File: src/rtl/refslew_pkg.sv
package refslew_pkg;

   localparam int MARGIN_W = 4;

   typedef enum logic [1:0] {
      MODE_NORMAL = 2'b00,
      MODE_MHIGH  = 2'b01,
      MODE_MLOW   = 2'b10,
      MODE_ALT    = 2'b11
   } op_mode_e;

   typedef enum logic [1:0] {
      SEL_ADJ    = 2'd0,
      SEL_MARGIN = 2'd1,
      SEL_MODE   = 2'd2,
      SEL_SLEW   = 2'd3
   } reg_sel_e;

   typedef enum logic [1:0] {
      ST_IDLE  = 2'd0,
      ST_DELAY = 2'd1,
      ST_STEP  = 2'd2
   } seq_state_e;

endpackage

File: src/rtl/refslew_tick.sv
module refslew_tick #(
   parameter int TICK_DIV = 125
) (
   input  logic clk,
   input  logic rst_n,
   input  logic clear,
   output logic tick
);

   generate
      if (TICK_DIV < 1) begin : g_bad_div
         $error("refslew_tick: TICK_DIV must be at least 1");
      end

      if (TICK_DIV == 1) begin : g_pass
         // every enabled cycle is a tick; a restart still suppresses one
         assign tick = !clear;
      end else begin : g_div
         localparam int CW = $clog2(TICK_DIV);
         localparam logic [CW-1:0] LAST = CW'(TICK_DIV - 1);
         logic [CW-1:0] cnt;

         always_ff @(posedge clk or negedge rst_n) begin
            if (!rst_n)             cnt <= '0;
            else if (clear)         cnt <= '0;
            else if (cnt == LAST)   cnt <= '0;
            else                    cnt <= cnt + 1'b1;
         end

         assign tick = (cnt == LAST) && !clear;
      end
   endgenerate

endmodule

File: src/rtl/refslew_target.sv
module refslew_target
   import refslew_pkg::*;
#(
   parameter int CODE_W    = 8,
   parameter int ADJ_W     = 5,
   parameter int BASE_CODE = 128
) (
   input  logic [ADJ_W-1:0]    adj,
   input  logic [MARGIN_W-1:0] m_hi,
   input  logic [MARGIN_W-1:0] m_lo,
   input  op_mode_e            mode,
   output logic [CODE_W-1:0]   tgt
);

   localparam int MW0 = (CODE_W > ADJ_W) ? CODE_W : ADJ_W;
   localparam int MW1 = (MW0 > MARGIN_W + 1) ? MW0 : MARGIN_W + 1;
   localparam int SW  = MW1 + 2;
   localparam logic signed [SW-1:0] BASE_S = SW'(BASE_CODE);
   localparam logic signed [SW-1:0] MAXC_S = SW'((1 << CODE_W) - 1);

   generate
      if (CODE_W < 2 || CODE_W > 16) begin : g_bad_w
         $error("refslew_target: CODE_W out of range");
      end
      if (BASE_CODE < 0 || BASE_CODE > (1 << CODE_W) - 1) begin : g_bad_base
         $error("refslew_target: BASE_CODE outside code range");
      end
      if (ADJ_W < 2) begin : g_bad_adj
         $error("refslew_target: ADJ_W must be at least 2");
      end
   endgenerate

   logic signed [SW-1:0] adj_s, hi_s, off_s, sum_s;

   assign adj_s = signed'({{(SW-ADJ_W){adj[ADJ_W-1]}}, adj});
   assign hi_s  = signed'({{(SW-MARGIN_W){1'b0}}, m_hi});

   always_comb begin
      unique case (mode)
         MODE_MHIGH: off_s = hi_s;
         MODE_MLOW:  off_s = -signed'({{(SW-MARGIN_W){1'b0}}, m_lo});
         default:    off_s = adj_s;
      endcase
      sum_s = BASE_S + off_s;
      if (sum_s[SW-1])          tgt = '0;
      else if (sum_s > MAXC_S)  tgt = MAXC_S[CODE_W-1:0];
      else                      tgt = sum_s[CODE_W-1:0];
   end

endmodule

File: src/rtl/refslew_step.sv
module refslew_step
   import refslew_pkg::*;
#(
   parameter int CODE_W      = 8,
   parameter int BASE_CODE   = 128,
   parameter int START_TICKS = 50,
   parameter int IVL_BASE    = 4
) (
   input  logic              clk,
   input  logic              rst_n,
   input  logic              tick,
   input  logic              restart,
   input  logic [CODE_W-1:0] target,
   input  logic [1:0]        slew_sel,
   output logic [CODE_W-1:0] code,
   output logic              busy
);

   localparam int IVL_MAX = IVL_BASE * 8;
   localparam int IW      = $clog2(IVL_MAX + 1);
   localparam int DW      = $clog2(START_TICKS + 1);
   localparam logic [DW-1:0] DLY_LAST = DW'(START_TICKS - 1);

   generate
      if (START_TICKS < 1) begin : g_bad_dly
         $error("refslew_step: START_TICKS must be at least 1");
      end
      if (IVL_BASE < 1) begin : g_bad_ivl
         $error("refslew_step: IVL_BASE must be at least 1");
      end
   endgenerate

   seq_state_e        state;
   logic [DW-1:0]     dly_cnt;
   logic [IW-1:0]     ivl_cnt;
   logic [IW-1:0]     ivl_len;
   logic [CODE_W-1:0] stepped;
   logic              ivl_done;

   assign ivl_len  = IW'(IVL_BASE) << slew_sel;
   assign ivl_done = (ivl_cnt >= ivl_len - IW'(1));

   always_comb begin
      if (code < target)      stepped = code + 1'b1;
      else if (code > target) stepped = code - 1'b1;
      else                    stepped = code;
   end

   always_ff @(posedge clk or negedge rst_n) begin
      if (!rst_n) begin
         state   <= ST_IDLE;
         dly_cnt <= '0;
         ivl_cnt <= '0;
         code    <= CODE_W'(BASE_CODE);
      end else if (restart) begin
         state   <= ST_DELAY;
         dly_cnt <= '0;
         ivl_cnt <= '0;
      end else begin
         unique case (state)
            ST_DELAY: if (tick) begin
               if (dly_cnt == DLY_LAST) begin
                  code    <= stepped;
                  ivl_cnt <= '0;
                  state   <= (stepped == target) ? ST_IDLE : ST_STEP;
               end else begin
                  dly_cnt <= dly_cnt + 1'b1;
               end
            end
            ST_STEP: if (tick) begin
               if (ivl_done) begin
                  code    <= stepped;
                  ivl_cnt <= '0;
                  if (stepped == target) state <= ST_IDLE;
               end else begin
                  ivl_cnt <= ivl_cnt + 1'b1;
               end
            end
            default: ;
         endcase
      end
   end

   assign busy = (state != ST_IDLE);

endmodule

File: src/rtl/refslew_seq.sv
module refslew_seq
   import refslew_pkg::*;
#(
   parameter int CODE_W      = 8,
   parameter int ADJ_W       = 5,
   parameter int WR_W        = 8,
   parameter int BASE_CODE   = 128,
   parameter int DEF_MHIGH   = 5,
   parameter int DEF_MLOW    = 5,
   parameter int TICK_DIV    = 125,
   parameter int START_TICKS = 50,
   parameter int IVL_BASE    = 4
) (
   input  logic              clk,
   input  logic              rst_n,
   input  logic              wr_en,
   input  logic [1:0]        wr_sel,
   input  logic [WR_W-1:0]   wr_data,
   output logic [CODE_W-1:0] dac_code,
   output logic [CODE_W-1:0] dac_target,
   output logic              busy
);

   generate
      if (WR_W < 2 * MARGIN_W || WR_W < ADJ_W) begin : g_bad_wr
         $error("refslew_seq: WR_W too narrow for the register fields");
      end
      if (DEF_MHIGH < 0 || DEF_MHIGH >= (1 << MARGIN_W) ||
          DEF_MLOW  < 0 || DEF_MLOW  >= (1 << MARGIN_W)) begin : g_bad_def
         $error("refslew_seq: default margin level does not fit");
      end
   endgenerate

   logic [ADJ_W-1:0]    adj_q,  adj_n;
   logic [MARGIN_W-1:0] mhi_q,  mhi_n, mlo_q, mlo_n;
   op_mode_e            mode_q, mode_n;
   logic [1:0]          sel_q,  sel_n;
   logic [CODE_W-1:0]   tgt_q,  tgt_n;
   logic                restart, tick;

   always_comb begin
      adj_n  = adj_q;
      mhi_n  = mhi_q;
      mlo_n  = mlo_q;
      mode_n = mode_q;
      sel_n  = sel_q;
      if (wr_en) begin
         unique case (reg_sel_e'(wr_sel))
            SEL_ADJ:    adj_n = wr_data[ADJ_W-1:0];
            SEL_MARGIN: begin
               mhi_n = wr_data[MARGIN_W-1:0];
               mlo_n = wr_data[2*MARGIN_W-1:MARGIN_W];
            end
            SEL_MODE:   mode_n = op_mode_e'(wr_data[1:0]);
            default:    sel_n  = wr_data[1:0];
         endcase
      end
   end

   always_ff @(posedge clk or negedge rst_n) begin
      if (!rst_n) begin
         adj_q  <= '0;
         mhi_q  <= MARGIN_W'(DEF_MHIGH);
         mlo_q  <= MARGIN_W'(DEF_MLOW);
         mode_q <= MODE_NORMAL;
         sel_q  <= 2'b00;
         tgt_q  <= CODE_W'(BASE_CODE);
      end else begin
         adj_q  <= adj_n;
         mhi_q  <= mhi_n;
         mlo_q  <= mlo_n;
         mode_q <= mode_n;
         sel_q  <= sel_n;
         tgt_q  <= tgt_n;
      end
   end

   refslew_target #(
      .CODE_W    (CODE_W),
      .ADJ_W     (ADJ_W),
      .BASE_CODE (BASE_CODE)
   ) target_i (
      .adj  (adj_n),
      .m_hi (mhi_n),
      .m_lo (mlo_n),
      .mode (mode_n),
      .tgt  (tgt_n)
   );

   assign restart = (tgt_n != tgt_q);

   refslew_tick #(
      .TICK_DIV (TICK_DIV)
   ) tick_i (
      .clk   (clk),
      .rst_n (rst_n),
      .clear (restart),
      .tick  (tick)
   );

   refslew_step #(
      .CODE_W      (CODE_W),
      .BASE_CODE   (BASE_CODE),
      .START_TICKS (START_TICKS),
      .IVL_BASE    (IVL_BASE)
   ) step_i (
      .clk      (clk),
      .rst_n    (rst_n),
      .tick     (tick),
      .restart  (restart),
      .target   (tgt_q),
      .slew_sel (sel_q),
      .code     (dac_code),
      .busy     (busy)
   );

   assign dac_target = tgt_q;

endmodule

File: config.mk
export PLATFORM = sky130hd
export DESIGN_NAME = refslew_seq
export DESIGN_NICKNAME = d
export VERILOG_FILES = /design/src/rtl/refslew_pkg.sv /design/src/rtl/refslew_tick.sv /design/src/rtl/refslew_target.sv /design/src/rtl/refslew_step.sv /design/src/rtl/refslew_seq.sv
export SDC_FILE = /design/constraint.sdc
export NUM_CORES = 1
export LEC_CHECK = 0
export ABC_AREA = 1
export BUFFER_PORTS_ARGS = -buffer_cell sky130_fd_sc_hd__buf_2
export CORE_ASPECT_RATIO = 2
export CORE_MARGIN = 4
export CORE_UTILIZATION = 40
export CTS_CLUSTER_SIZE = 14
export DETAILED_ROUTE_END_ITERATION = 10
export GPL_TIMING_DRIVEN = 0
export MAX_ROUTING_LAYER = met4
export SLEW_MARGIN = 20
export SYNTH_ARGS = -nofsm -noshare
export SYNTH_HDL_FRONTEND = slang
export SYNTH_HIERARCHICAL = 1
export SYNTH_SLANG_ARGS = --single-unit
File: constraint.sdc
create_clock -name clk -period 4.8 [get_ports clk]
set_input_delay 0.24 -clock clk [delete_from_list [all_inputs] [get_ports clk]]
set_output_delay 0.24 -clock clk [all_outputs]
set_load 0.1 [all_outputs]
**Word-level counts from Yosys, hierarchy flattened**

Cells that the tools add are included.

- Register bits: 54
- Word-level logic and storage cells: 98

- Add/sub/neg operators: 8
- $lt $le $gt $ge: 4
- Equal/unequal tests: 20
- Shift-type cells: 1
- Multiplexer cells: 38
- Bitwise operators: 2
- Reductions and logical operators: 14

Operator list:

| cell | count |
|---|---|
| $mux W8 | 8 |
| $mux W6 | 9 |
| $pmux W10 S2 | 1 |
| $mux W2 | 9 |
| $mux W4 | 4 |
| $pmux W8 S2 | 1 |
| $ne A3 B2 Y1 const B | 5 |
| $mux W7 | 2 |
| $add A6 B1 Y6 const B | 2 |
| $pmux W6 S2 | 1 |
| $reduce_and A6 Y1 | 2 |
| $add A9 B10 Y10 const A | 1 |
| $gt A10 B9 Y1 const B | 1 |
| $mux W5 | 2 |
| $neg A4 Y10 | 1 |
| $add A8 B1 Y8 const B | 1 |
| $eq A8 B8 Y1 | 1 |
| $gt A8 B8 Y1 | 1 |
| $lt A8 B8 Y1 | 1 |
| $ne A2 B1 Y1 const B | 4 |
| $ne A8 B8 Y1 | 1 |
| $reduce_bool A2 Y1 | 4 |
| $sub A8 B1 Y8 const B | 1 |
| $add A7 B1 Y7 const B | 1 |
| 18 further kinds | 23 |

**Logic depth before layout (Yosys ltp)**

Gate-level depths: netlist of the first run.

- Depth after elaboration: 15
- Gate-level depth with buffers: 33
- Gate-level depth less buffers: 32

**Modules after synthesis**

The synthesis of the first run kept the hierarchy.

Modules (own cells, without submodules):

| module | times used | cells each | area an instance (µm²) |
|---|---|---|---|
| refslew_step | 1 | 285 | 1895.6 |
| refslew_seq | 1 | 101 | 1023.5 |
| refslew_tick | 1 | 46 | 374.1 |
| refslew_target | 1 | 70 | 364.1 |

**Worst setup path after synthesis of the first run**

No wires, ideal clock.

- Kind: input -> register
- Start: input wr_sel[0]
- End: register step_i.ivl_cnt[4]
- Library setup time: 0.123 ns
- Data arrival time: 3.472 ns
- Required time: 4.677 ns
- Path slack: 1.205 ns
- Stages: 27
- Path through: inv_1 nand3_1 o21ai_0 inv_1 ha_1 inv_2 nor2_4 a21oi_1 ha_1 inv_1 nor2_1 nor2_2 buf_4 xnor2_1 nand2_1 nor2_1 nand2_1 nor2_1 nand2_1 nor2_1 nor2_1 inv_1 nand3_1 inv_1 nand2_1 o21ai_0 a21oi_1

- Longest elaborated chain between the ends: 14

Ends and longest elaborated chain:

| item | line | text |
|---|---|---|
| from (decl) | refslew_seq.sv:17 | `input logic [1:0] wr_sel,` |
| $eq A2 B2 Y1 (*) | refslew_seq.sv:48 | `unique case (reg_sel_e'(wr_sel))` |
| $mux W2 (*) | refslew_seq.sv:48 |  |
| $mux W2 (*) | refslew_seq.sv:47 | `if (wr_en) begin` |
| named net mode_n[0] | refslew_seq.sv:36 | `op_mode_e mode_q, mode_n;` |
| $eq A2 B2 Y1 or $eq A2 B1 Y1 (tied branches) | refslew_target.sv:39 | `unique case (mode)` |
| $pmux W10 S2 (*) | refslew_target.sv:39 |  |
| $add A9 B10 Y10 (*) | refslew_target.sv:44 | `sum_s = BASE_S + off_s;` |
| $gt A10 B9 Y1 | refslew_target.sv:46 | `else if (sum_s > MAXC_S) tgt = MAXC_S[CODE_W-1:0];` |
| [... 2 more ...] | -- |  |
| named net tgt_n[4] | refslew_seq.sv:38 | `logic [CODE_W-1:0] tgt_q, tgt_n;` |
| $ne A8 B8 Y1 (*) | refslew_seq.sv:90 | `assign restart = (tgt_n != tgt_q);` |
| named net restart | refslew_seq.sv:39 | `logic restart, tick;` |
| $logic_not A1 Y1 (*) | refslew_tick.sv:30 | `assign tick = (cnt == LAST) && !clear;` |
| $logic_and A1 B1 Y1 (*) | refslew_tick.sv:30 |  |
| named net tick | refslew_seq.sv:39 |  |
| $ne A3 B2 Y1 (no line) | -- |  |
| $reduce_and A4 Y1 (no line) (*) | -- |  |
| to (signal assigned) | refslew_step.sv:76 | `ivl_cnt <= ivl_cnt + 1'b1;` |
| to (decl) | refslew_step.sv:35 | `logic [IW-1:0] ivl_cnt;` |

The timed path passes the listed nets; every way through them passes the cells marked *.
A chain may end at the register's enable or synchronous reset.

**Worst setup path after layout of the first run**

- Start: input wr_sel[0]
- End: register step_i.code[1]

- Longest elaborated chain between the ends: 14

Ends and longest elaborated chain:

| item | line | text |
|---|---|---|
| $eq A2 B2 Y1 (*) | refslew_seq.sv:48 |  |
| $mux W2 (*) | refslew_seq.sv:48 |  |
| $mux W2 (*) | refslew_seq.sv:47 |  |
| named net mode_n[0] | refslew_seq.sv:36 |  |
| $eq A2 B2 Y1 or $eq A2 B1 Y1 (tied branches) | refslew_target.sv:39 |  |
| $pmux W10 S2 (*) | refslew_target.sv:39 |  |
| $add A9 B10 Y10 (*) | refslew_target.sv:44 |  |
| $gt A10 B9 Y1 | refslew_target.sv:46 |  |
| $mux W8 | refslew_target.sv:46 |  |
| $mux W8 (*) | refslew_target.sv:45 | `if (sum_s[SW-1]) tgt = '0;` |
| named net tgt_n[4] | refslew_seq.sv:38 |  |
| $ne A8 B8 Y1 (*) | refslew_seq.sv:90 |  |
| named net restart | refslew_seq.sv:39 |  |
| $logic_not A1 Y1 | refslew_tick.sv:30 |  |
| $logic_and A1 B1 Y1 | refslew_tick.sv:30 |  |
| $ne A2 B1 Y1 (no line) | -- |  |
| $reduce_and A6 Y1 (no line) (*) | -- |  |
| to (signal assigned) | refslew_step.sv:54 | `code <= CODE_W'(BASE_CODE);` |
| to (signal assigned) | refslew_step.sv:63 | `code <= stepped;` |
| to (signal assigned) | refslew_step.sv:72 | `code <= stepped;` |
| to (decl) | refslew_step.sv:15 | `output logic [CODE_W-1:0] code,` |

Marked as above.

==> results of run 1 <==
## how the worst max path moves through the flow
stage,end,slack (ps)
floorplan,step_i/ivl_cnt[4]$_DFFE_PN0P_,1200
global placement,step_i/code[1]$_DFFE_PN0P_,140
detailed placement,step_i/code[1]$_DFFE_PN0P_,70
CTS,step_i/code[1]$_DFFE_PN0P_,400
global route,step_i/state[0]$_DFFE_PN0P_,110
finish,step_i/code[1]$_DFFE_PN0P_,620
## placed cells by master (no fill, tap or decap), drive strengths merged, types with 7 or more instances in the layout
cell type  netlist  routed
nand2          141     141
inv             85      85
nor2            54      54
nand3           52      52
dfrtp           48      48
buf              3      32
a21oi           31      31
ha              27      27
o21ai           27      27
clkbuf           2       9
xnor2            7       7
## cells by family (layout without fill, tap and decap cells)
family / count (synthesis) / after routing / synth area share, %
AND/OR/NAND/NOR: 258 / 258 / 31.4
AO/OA/AOI/OAI: 65 / 65 / 10.5
flip-flops: 54 / 54 / 37.2
adder cells (fa/ha/maj): 27 / 27 / 9.24
buffers and inverters: 90 / 127 / 9.75
XOR/XNOR: 8 / 8 / 1.92
## through the flow
step / hold slack, ps / setup WS, ps / total power, mW
floorplan: -55.6 / 1200 / 1.48
global placement: 456 / 140 / 1.68
detailed placement: 337 / 72.3 / 1.70
CTS: 14.0 / 400 / 2.08
global route: 46.2 / 112 / 2.23
finish: -23.4 / 622 / 2.05
## layout make-up
type	instances	area, um2
flip-flops and latches	54	1360
clock buffers	7	143
clock inverters	1	5.00
fillers	923	4860
multi-input cells	358	1950
repair buffers	29	148
inverters	85	319
plain buffers	5	37.5
well taps	102	128
## flip-flops by register name (all words and copies together), names as in the netlist, 4 cells and up
signal	cells
adj_q	5
mhi_q	4
mlo_q	4
dac_target	8
step_i/dly_cnt	6
step_i/ivl_cnt	6
step_i/code	8
tick_i/g_div.cnt	7
## layer usage
layer / up-vias / track usage (%)
met4: 0 / 6.82
met2: 45 / 31.0
met1: 1478 / 16.7
met3: 15 / 2.75
met5: - / -
li1: 1659 / -
## worst reg2reg max path, cell delays in order, from the launching register on
cell and delay [ps]:
dfrtp_1 330, nand2_1 50, o21ai_0 150, inv_1 80, ha_1 410, inv_2 150
nor2_4 40, a21oi_1 250, ha_1 340, inv_1 120, nor2_1 60, nor2_2 180
buf_4 150, xnor2_1 110, nand2_1 60, nor2_1 80, nand2_1 110, clkbuf_1 250
nor2_1 180, o2111ai_2 320, clkbuf_1 360, nand2_1 110, o21ai_0 80
## power breakdown
part	switching [mW]	internal [mW]	leakage, nW
Clock	0.165	0.208	0.0739
Sequential	0.0554	0.523	0.665
Combinational	0.777	0.326	1.36
Total	0.997	1.06	2.10
## what timing repair did
item,CTS,global route
gates resized for setup,0,1
hold endpoints to repair,0,0
endpoints found under the setup margin,0,2
==> out/results.txt, run 1 <==
crit-path cells - buf_2 > inv_1 > nand3_1 > o21ai_0 > inv_1 > ha_1 > inv_2 > nor2_4 > a21oi_1 > ha_1 > inv_1 > nor2_1 > nor2_2 > buf_4 > xnor2_1 > nand2_1 > nor2_1 > nand2_1 > clkbuf_1 > nor2_1 > o2111ai_2 > clkbuf_1 > nand2_1 > o21ai_0
synthesized instance count - 502
Row Count - 49
mapped cell area - 0.00366 mm2
# placed instances - 633
All-Layer GR Usage - 16.8%
Yosys Warn Count - 6
Clock transition at path regs - 70 ps
Post-synth top cells - nand2_1 (131), inv_1 (82), dfrtp_1 (48), nand3_1 (48), nor2_1 (46)
fin util - 45.7%
P_leak - 2.10 nW
hold-fix buffer count after cts - 0
WS Path Type - input pin to flop
port buffer count - 29
die width - 75.6 um
Routed Antenna Nets - 0
Top FF cell, synth - dfrtp_1
clk_lat worst skew - 290 ps
Worst Tran Pin Value - 707 ps
Setup Fix Bufs, Post-CTS - 0
metal3 WL - 215 um
status - complete, but fails checks
stages on the worst setup path - 24
DIE HEIGHT - 143 um
setup violators final - 0
area share of the largest cell type after synthesis - 32.8%
failing checks - negative hold slack
DRC - 0
HPWL after DPL - 6.25 mm
vias in the first global route - 3,227
Synth area leaders - dfrtp_1 (33%), nand2_1 (13%), ha_1 (9.2%)
Avg WL per Cell - 12.4 um
drt pass-1 iters - 4
Placer Congestion - 0.880
io pins - 30
arrival time at the worst endpoint - 4340 ps
CP max stage delay - 410 ps
CP Capture Type - flop
Reg2Reg Setup Slack - 700 ps
reg-to-reg startpoint - mode_q[0]$_DFF_PN0_
placed inst area - 0.00393 mm2
Max Cap Violations - 0
H-tree Lvls - 2
M1 WL - 3.09 mm
crit share post-route - 87.0%
share of layout cells above drive strength 1 - 15.2%
syn avg cell area - 7.29 um2
Pins Over Slew Limit - 0
routed via count - 3,197
min Tclk post-route - 4180 ps
CTS tree - yes
initial antenna violation count - 0
slowest CP cell - ha_1
die area - 0.0108 mm2
FMAX - 239 MHz
design area - 0.00409 mm2
first-pass GRT wire length - 13.9 mm
Bufs on Longest Clock Path - 2
CTS buffer count - 5
Starting Density - 40.9%
post-synth net total - 542
Worst R2R Path Depth - 22
grt total ovfl - 0
slew margin rel. - 52.9%
Critical Path RT - 4960 ps
Yosys reg bits - 54
family with the most delay on the worst path - buffers and inverters
met2 routed WL - 4.43 mm
RSZ-0062 raised after global routing - no
Post-synth EDFFs - 0
Root Buffer - clkbuf_16
fin cells - 641
Final Hold Fails - 12
asr flop ratio synth - 100%
Cell variety after synth - 33
highest routed layer - met4
most frequent cell after synthesis - nand2_1
skew final - 6.98 ps
pin count of the biggest net entering global routing - 55
HP Class - input pin to async pin
crit path launch type - input pin
post-synth top area cell - dfrtp_1
Max VDD drop - 211 uV
CTS sink count - 54
RR Endpoint - step_i/code[1]$_DFFE_PN0P_
diodes inserted - 0
crit path max fanout - 10
Vias per Instance - 4.99
1st-iter DRT viols - 137
setup TNS - 0 ps
Seq/Total Area, Yosys - 37.2%
Fin Hold WS - -23.4 ps
worst path bufs/invs - 8
Nets - 578
area grow syn2layout - 11.7%
final WL - 7.95 mm
Critical path origin - wr_sel[0]
PwrDens - 503 mW/mm2
CORE AREA - 0.00895 mm2
No activity file was read; power rests on OpenSTA's default activity.
==> inputs of run 2 (changes only) <==
--- a/config.mk
+++ b/config.mk
@@ -14,7 +14,7 @@
 export DETAILED_ROUTE_END_ITERATION = 10
 export GPL_TIMING_DRIVEN = 0
 export MAX_ROUTING_LAYER = met4
-export SLEW_MARGIN = 20
+export PLACE_DENSITY = 0.56
 export SYNTH_ARGS = -nofsm -noshare
 export SYNTH_HDL_FRONTEND = slang
 export SYNTH_HIERARCHICAL = 1
==> constraint.sdc (replaced) <==
create_clock -name clk -period 5.4 [get_ports clk]
set_input_delay 0.27 -clock clk [delete_from_list [all_inputs] [get_ports clk]]
set_output_delay 0.27 -clock clk [all_outputs]
set_load 0.1 [all_outputs]
==> run 2 against run 1 <==
  * The flow now finishes without violations
  * Setup slack better by 420 ps
  * First-iteration DRC count down 23%
  * Global-route usage up 0.39 points
  * Hold slack better by 42 ps
  * Critical path type unchanged
  * Critical path depth unchanged
==> out/results.txt, run 2 (synthesized netlist as in run 1, its figures left out) <==
status - finished clean (was complete, but fails checks)
min Tclk post-route - 4350 ps
PwrDens - 451 mW/mm2 (was 503 mW/mm2)
FMAX - 230 MHz
CP Capture Type - flop (unchanged)
CTS buffer count - 5 (unchanged)
Pins Over Slew Limit - 0 (unchanged)
Final Hold Fails - 0 (was 12)
crit path launch type - input pin (unchanged)
routed via count - 3,162 (was 3,197)
final WL - 8.08 mm (was 7.95 mm)
port buffer count - 29 (unchanged)
arrival time at the worst endpoint - 4510 ps (was 4340 ps)
Avg WL per Cell - 12.6 um (was 12.4 um)
die area - 0.0108 mm2 (unchanged)
Setup Fix Bufs, Post-CTS - 0 (unchanged)
vias in the first global route - 3,104 (was 3,227)
DIE HEIGHT - 143 um (unchanged)
initial antenna violation count - 0 (unchanged)
clk_lat worst skew - 290 ps (about the same)
share of layout cells above drive strength 1 - 15.2% (unchanged)
die width - 75.6 um (unchanged)
skew final - 5.82 ps (was 6.98 ps)
CTS tree - yes (unchanged)
crit path max fanout - 10 (unchanged)
All-Layer GR Usage - 17.2% (was 16.8%)
Nets - 578 (unchanged)
CTS sink count - 54 (unchanged)
Worst Tran Pin Value - 823 ps (was 707 ps)
Vias per Instance - 4.93 (was 4.99)
grt total ovfl - 0 (unchanged)
most frequent cells in the layout - nand2_1 (131), inv_1 (82), nand3_1 (48), dfrtp_1 (48), nor2_1 (46) (unchanged)
io pins - 30 (unchanged)
fillers - 920 (was 923)
P_leak - 2.11 nW (was 2.10 nW)
Placer Congestion - 0.891 (was 0.880)
RSZ-0062 raised after global routing - no (unchanged)
HPWL after DPL - 6.30 mm (was 6.25 mm)
fin util - 45.8% (was 45.7%)
WS Path Type - input pin to flop (unchanged)
Max VDD drop - 228 uV (was 211 uV)
setup violators final - 0 (unchanged)
drt pass-1 iters - 4 (unchanged)
Max Cap Violations - 0 (unchanged)
Root Buffer - clkbuf_16 (unchanged)
HP Class - input pin to async pin (unchanged)
1st-iter DRT viols - 105 (was 137)
commonest non-fill, non-tap cell in the layout - nand2_1 (unchanged)
Clock transition at path regs - 70 ps (about the same)
slew margin rel. - 45.1% (was 52.9%)
diodes inserted - 0 (unchanged)
crit share post-route - 80.6%
CORE AREA - 0.00895 mm2 (unchanged)
area grow syn2layout - 12.1% (was 11.7%)
pin count of the biggest net entering global routing - 55 (unchanged)
Resized Gates After CTS - 0 (unchanged)
DRC - 0 (unchanged)
setup TNS - 0 ps (unchanged)
Bufs on Longest Clock Path - 2 (unchanged)
Routed Antenna Nets - 0 (unchanged)
Row Count - 49 (unchanged)
first-pass GRT wire length - 13.9 mm (about the same)
Critical Path RT - 5560 ps (was 4960 ps)
hold-fix buffer count after cts - 0 (unchanged)
H-tree Lvls - 2 (unchanged)
Starting Density - 40.9% (unchanged)
==> run 2: changes by cell type in the layout (fill, tap and decap cells not counted) <==
cell       delta
o2111ai_1     +1
clkinv_2      -1
clkbuf_1      -1
o2111ai_2     -1
clkbuf_8      +2
==> run 2: through the flow <==
stage / setup WS, ps / hold slack, ps / power (mW) / instances / instance area (um2)
2_1_floorplan: 1770 / -25.6 / 1.32 / 502 / 3660
3_3_place_gp: 722 / 462 / 1.50 / 633 / 3930
3_5_place_dp: 710 / 460 / 1.51 / 633 / 3930
4_1_cts: 1010 / 203 / 1.88 / 641 / 4100
5_1_grt: 494 / 82.8 / 2.01 / 641 / 4100
6_report: 1050 / 18.9 / 1.85 / 641 / 4100
==> run 2: power breakdown <==
part / internal [mW] / leakage, nW / switching (mW) / total [mW]
sequential: 0.465 / 0.665 / 0.0488 / 0.514
combinational: 0.290 / 1.36 / 0.690 / 0.980
clock: 0.210 / 0.0832 / 0.146 / 0.356
==> run 2: path summary, 6_finish.rpt <==
| kind | from | endpoint | slack [ps] | cells after the start |
|---|---|---|---|---|
| max reg2reg | mode_q[0]$_DFF_PN0_ | step_i/code[1]$_DFFE_PN0P_ | 1170 | 22 |
| min in group clk | wr_data[4] | mlo_q[0]$_DFF_PN1_ | 210 | 3 |
| max in group asynchronous | rst_n | step_i/code[2]$_DFFE_PN0P_ | 4910 | 1 |
| min | rst_n | step_i/dly_cnt[0]$_DFFE_PN0P_ | 20 | 1 |
| min reg2reg | mhi_q[1]$_DFF_PN0_ | mhi_q[1]$_DFF_PN0_ | 470 | 2 |
| max | wr_sel[0] | step_i/code[1]$_DFFE_PN0P_ | 1050 | 24 |
==> run 2: cell type report <==
cell class | instances | area (um2) | share of cell area [%]
Clock buffer | 8 | 166 | 4.06
Tap cell | 102 | 128 | 3.11
Sequential cell | 54 | 1360 | 33.2
Multi-Input combinational cell | 358 | 1940 | 47.4
Inverter | 85 | 319 | 7.78
Timing Repair Buffer | 29 | 148 | 3.60
Buffer | 5 | 37.5 | 0.916
==> run 2: worst max-delay path: stages <==
cell       delay [ps]
buf_2             130
inv_1              80
nand3_1           120
o21ai_0           350
inv_1              90
ha_1              420
inv_2             150
nor2_4             40
a21oi_1           240
ha_1              340
inv_1             120
nor2_1             60
nor2_2            180
buf_4             140
xnor2_1           120
nand2_1            70
nor2_1             80
nand2_1           110
clkbuf_1          240
nor2_1            150
o2111ai_1         410
clkbuf_1          390
nand2_1           110
o21ai_0            80
==> run 2: per-layer routing <==
layer  vias to the layer above  wire length [um]  global-route usage (%)
met5                         -                 0                       -
met2                        40              4590                    31.8
li1                       1662                 -                       -
met4                         0               146                    6.64
met3                         6               205                    2.26
met1                      1454              3140                    17.5
